### src/rtl/rbm_pkg.sv
package rbm_pkg;
    localparam int ADDR_W = 8;
    localparam int NIB_W  = 4;
    localparam int NBANKS = 1 << NIB_W;

    typedef logic [ADDR_W-1:0] addr_t;
    typedef logic [NIB_W-1:0]  nib_t;

    typedef struct packed {
        nib_t  group;
        nib_t  bank;
    } ptr_t;

    typedef struct packed {
        nib_t  bank;
        addr_t offset;
        logic  void_sel;
    } map_t;

    function automatic logic in_low_window(addr_t a);
        return a[ADDR_W-1:NIB_W] == '0;
    endfunction
endpackage

### src/rtl/rbm_ptr_reg.sv
module rbm_ptr_reg
    import rbm_pkg::*;
#(
    parameter addr_t PTR_ADDR = 8'hFD
) (
    input  logic  clk,
    input  logic  rst,
    input  addr_t cpu_addr,
    input  logic  cpu_wr,
    input  addr_t cpu_wdata,
    output addr_t cpu_rdata,
    output logic  ptr_hit,
    output ptr_t  ptr_q
);
    assign ptr_hit = (cpu_addr == PTR_ADDR);

    always_ff @(posedge clk) begin
        if (rst) begin
            ptr_q <= '0;
        end else if (cpu_wr && ptr_hit) begin
            ptr_q <= ptr_t'(cpu_wdata);
        end
    end

    assign cpu_rdata = ptr_hit ? addr_t'(ptr_q) : '0;
endmodule

### src/rtl/rbm_addr_expand.sv
module rbm_addr_expand
    import rbm_pkg::*;
(
    input  ptr_t  ptr,
    input  addr_t log_addr,
    input  logic  log_short,
    output addr_t full_addr
);
    always_comb begin
        if (log_short) begin
            full_addr = {ptr.group, log_addr[NIB_W-1:0]};
        end else begin
            full_addr = log_addr;
        end
    end
endmodule

### src/rtl/rbm_bank_redirect.sv
module rbm_bank_redirect
    import rbm_pkg::*;
#(
    parameter logic [NBANKS-1:0] IMPL_MASK = 16'hA00F
) (
    input  ptr_t  ptr,
    input  addr_t full_addr,
    output map_t  map
);
    logic [NBANKS-1:0] sel_hot;
    logic              present;

    for (genvar b = 0; b < NBANKS; b++) begin : g_bank
        assign sel_hot[b] = (ptr.bank == nib_t'(b)) && IMPL_MASK[b];
    end

    assign present = |sel_hot;

    always_comb begin
        map.offset = full_addr;
        if (in_low_window(full_addr)) begin
            map.bank     = ptr.bank;
            map.void_sel = !present;
        end else begin
            map.bank     = '0;
            map.void_sel = 1'b0;
        end
    end
endmodule

### src/rtl/regbank_mapper.sv
module regbank_mapper
    import rbm_pkg::*;
#(
    parameter addr_t             PTR_ADDR  = 8'hFD,
    parameter logic [NBANKS-1:0] IMPL_MASK = 16'hA00F
) (
    input  logic       clk,
    input  logic       rst,
    input  logic [7:0] cpu_addr,
    input  logic       cpu_wr,
    input  logic [7:0] cpu_wdata,
    output logic [7:0] cpu_rdata,
    output logic       ptr_hit,
    input  logic [7:0] log_addr,
    input  logic       log_short,
    output logic [3:0] phys_bank,
    output logic [7:0] phys_offset,
    output logic       bank_void
);
    ptr_t  ptr_q;
    addr_t full_addr;
    map_t  map;

    rbm_ptr_reg #(.PTR_ADDR(PTR_ADDR)) u_ptr (
        .clk      (clk),
        .rst      (rst),
        .cpu_addr (cpu_addr),
        .cpu_wr   (cpu_wr),
        .cpu_wdata(cpu_wdata),
        .cpu_rdata(cpu_rdata),
        .ptr_hit  (ptr_hit),
        .ptr_q    (ptr_q)
    );

    rbm_addr_expand u_exp (
        .ptr      (ptr_q),
        .log_addr (log_addr),
        .log_short(log_short),
        .full_addr(full_addr)
    );

    rbm_bank_redirect #(.IMPL_MASK(IMPL_MASK)) u_redir (
        .ptr      (ptr_q),
        .full_addr(full_addr),
        .map      (map)
    );

    assign phys_bank   = map.bank;
    assign phys_offset = map.offset;
    assign bank_void   = map.void_sel;
endmodule

### config.mk
export PLATFORM = sky130hd
export DESIGN_NAME = regbank_mapper
export DESIGN_NICKNAME = d
export VERILOG_FILES = /design/src/rtl/rbm_pkg.sv /design/src/rtl/rbm_ptr_reg.sv /design/src/rtl/rbm_addr_expand.sv /design/src/rtl/rbm_bank_redirect.sv /design/src/rtl/regbank_mapper.sv
export SDC_FILE = /design/constraint.sdc
export NUM_CORES = 1
export LEC_CHECK = 0
export ABC_AREA = 1
export ABC_CLOCK_PERIOD_IN_PS = 2050
export BUFFER_PORTS_ARGS = -buffer_cell sky130_fd_sc_hd__buf_2
export CORE_UTILIZATION = 40
export CTS_CLUSTER_DIAMETER = 200
export DETAILED_ROUTE_END_ITERATION = 7
export PLACE_DENSITY = 0.87
export SETUP_SLACK_MARGIN = 0.5
export SYNTH_ARGS = -nofsm -noshare
export SYNTH_HDL_FRONTEND = slang
export SYNTH_SLANG_ARGS = --single-unit
### constraint.sdc
create_clock -name clk -period 2.05 [get_ports clk]
set_clock_uncertainty 0.05 [all_clocks]
set_input_delay 0.41 -clock clk [delete_from_list [all_inputs] [get_ports clk]]
set_output_delay 0.41 -clock clk [all_outputs]
set_load 0.01 [all_outputs]
==> flow_metrics.env <==
export IMPL_layout_nets=180
export IMPL_synth_area_per_cell_um2=5.72
export IMPL_design_core_area_um2=1370
export IMPL_worstPathArrival_ns=1.15
export IMPL_diodes=0
export IMPL_synth_seq_cells=8
export IMPL_fin_tns_setup_ns=0
export IMPL_netlist_area_um2=612
export IMPL_r2r_end="u_ptr.ptr_q[3]"
export IMPL_post_route_util_pct=75.2
export IMPL_vias=764
export IMPL_final_area_um2=1030
export IMPL_clockBufferDepth=2
export IMPL_clk_latency_ns=0.24
export IMPL_tightest_slew_ns=0.383
export IMPL_finalCritPeriodShare_pct=78.7
export IMPL_min_period_ns=1.61
export IMPL_crit_type="flip-flop to primary output"
export IMPL_layout_common_cells="buf_2, inv_1, nand2_1"
export IMPL_die_area_um2=1690
export IMPL_reg2reg_slack_ns=1.27
export IMPL_start_util_pct=44.8
export IMPL_die_w_um=41.1
export IMPL_drt_pre_antenna_iters=4
export IMPL_rsz0062_at_grt="yes"
export IMPL_reg2reg_from="u_ptr.ptr_q[3]"
export IMPL_final_common_cell="buf_2"
export IMPL_p_int_w=0.000261
export IMPL_hold_worst_slack_ns=0.445
export IMPL_comb_power_share_pct=24.7
export IMPL_die_y_um=41.1
export IMPL_cts_tree="done"
export IMPL_multi_input_area_um2=435
export IMPL_finalSetupViolations=0
export IMPL_syn_to_final_growth_pct=67.9
export IMPL_hold_path_class="primary input to flip-flop"
export IMPL_dpl_instance_area_um2=875
export IMPL_ir_drop_mv=0.212
export IMPL_power_frac_seq_pct=44.2
export IMPL_maxCapViolations=0
export IMPL_track_usage_pct=21.0
export IMPL_avgRoutedWirePerCell_um=9.56
export IMPL_hpwl_um=1140
export IMPL_critPathCapture="bank_void"
export IMPL_via_per_inst=4.63
export IMPL_end_kind="primary output"
export IMPL_grt_pass1_vias=641
export IMPL_r2r_worst_path_cells=4
export IMPL_p_sw_w=0.0000927
export IMPL_antenna_left=0
export IMPL_p_leak_nw=0.549
export IMPL_syn_inst=107
export IMPL_holdCritStartpoint="cpu_wdata[4]"
export IMPL_netlist_area_leader_share_pct=26.2
export IMPL_clock_sinks=8
export IMPL_final_hold_viol_count=0
export IMPL_crit_path_start_kind="flip-flop"
export IMPL_clkPwrFrac_pct=31.1
export IMPL_largest_register_ffs=8
export IMPL_drt_iter0_markers=6
export IMPL_required_ns=1.59
export IMPL_swShare_pct=26.2
export IMPL_syn_nets=135
export IMPL_ff_latch_area_um2=160
export IMPL_max_freq_mhz=619
export IMPL_ys_types=14
export IMPL_clockRootBuffer="clkbuf_4"
export IMPL_h_tree_depth=1
export IMPL_drcViolationCount=0
export IMPL_status="completed"
export IMPL_cts_clk_slew_worst_paths_ns=0.05
export IMPL_synth_seq_area_share_pct=26.2
export IMPL_grt_max_degree=10
export IMPL_grt_overflow_total=0
export IMPL_fill_cells=106
export IMPL_wirelength_um=1580
export IMPL_rows=13
export IMPL_synthTopCellsByArea="dfxtp_1, inv_1, nor2_1"
export IMPL_gp_congestion=0.688
export IMPL_yosysWarnings=0
export IMPL_grt_pass1_wl_um=2350
export IMPL_final_layout_size_suffix_gt1_share_pct=54.0
export IMPL_hold_buffers=0
export IMPL_top_register="u_ptr.ptr_q"
export IMPL_antenna_found_initial=0
export IMPL_cp_max_fo=5
export IMPL_portBuffers=41
export IMPL_synth_area_leader_cell="dfxtp_1"
export IMPL_largestRegisters="u_ptr.ptr_q: 8 flops"
export IMPL_crit_path_start="u_ptr.ptr_q[4]"
export IMPL_cts_buffers_inserted=3
export IMPL_slew_limit_headroom_pct=74.2
export IMPL_finalPower_w=0.000354
export IMPL_ios=50
export IMPL_powerDensity_nw_per_um2=345
export IMPL_drv_slew=0
## cell type report
cell class,instances,share of cell area [%]
clock buffers,3,2.19
inverters,27,9.87
multi-input cells,67,42.4
flip-flops and latches,8,15.6
well taps,15,1.83
repair buffers,45,28.1
## worst min path at each step
stage	to	slack [ns]	depth (start not counted)
2_1_floorplan	u_ptr.ptr_q[4]	0.48	4
3_3_place_gp	u_ptr.ptr_q[7]	0.50	4
3_5_place_dp	u_ptr.ptr_q[4]	0.51	4
4_1_cts	u_ptr.ptr_q[4]	0.44	5
5_1_grt	u_ptr.ptr_q[4]	0.48	5
6_report	u_ptr.ptr_q[4]	0.44	5
## through the flow
step	std cells	setup WS, ns
after floorplan	107	0.478
after global placement	157	0.256
after detailed placement	157	0.234
after CTS	165	0.437
after global routing	165	0.374
final	165	0.436
## cells by family after synthesis
logic type	Yosys count	share of synthesized area [%]
buffers and inverters	33	22.9
AND/OR/NAND/NOR	61	46.8
AO/OA/AOI/OAI	5	4.09
flip-flops	8	26.2
## power groups by stage
stage	Sequential, W	Clock (W)	Combinational [W]
global placement	0.000159	0	0.0000734
global route	0.000156	0.000120	0.0000965
detailed placement	0.000159	0	0.0000755
finish	0.000156	0.000110	0.0000873
floorplan	0.000159	0	0.0000561
CTS	0.000156	0.000115	0.0000870
## synth_stat cells, drive strengths merged
master  number
nand4        8
nor2        29
clkbuf       1
dfxtp        8
nand3        2
o21ai        1
nand2       22
inv         27
a21oi        4
buf          5
## worst max-delay path, cell delays in order (launching register included)
cell	delay, ns
dfxtp_1	0.30
inv_2	0.07
a21oi_2	0.06
nor2_2	0.15
nand2_4	0.12
nor2_4	0.10
buf_6	0.10
## what timing repair did
item                                    4_1_cts  5_1_grt
gates cloned                                  1        0
gates resized for setup                      21        6
buffers inserted                              4        0
endpoints found under the hold margin         0        0
endpoints found under the setup margin       14       14
pin swaps                                    10        4
## routing by layer
metal	up-vias	share of wire (%)	GRT usage, %
li1	401	-	-
met4	0	0.89	10.5
met2	44	51	42.2
met1	317	39	21.4
met3	2	8.5	0.543
met5	-	0	0
Power figures use the tool's default switching activity.
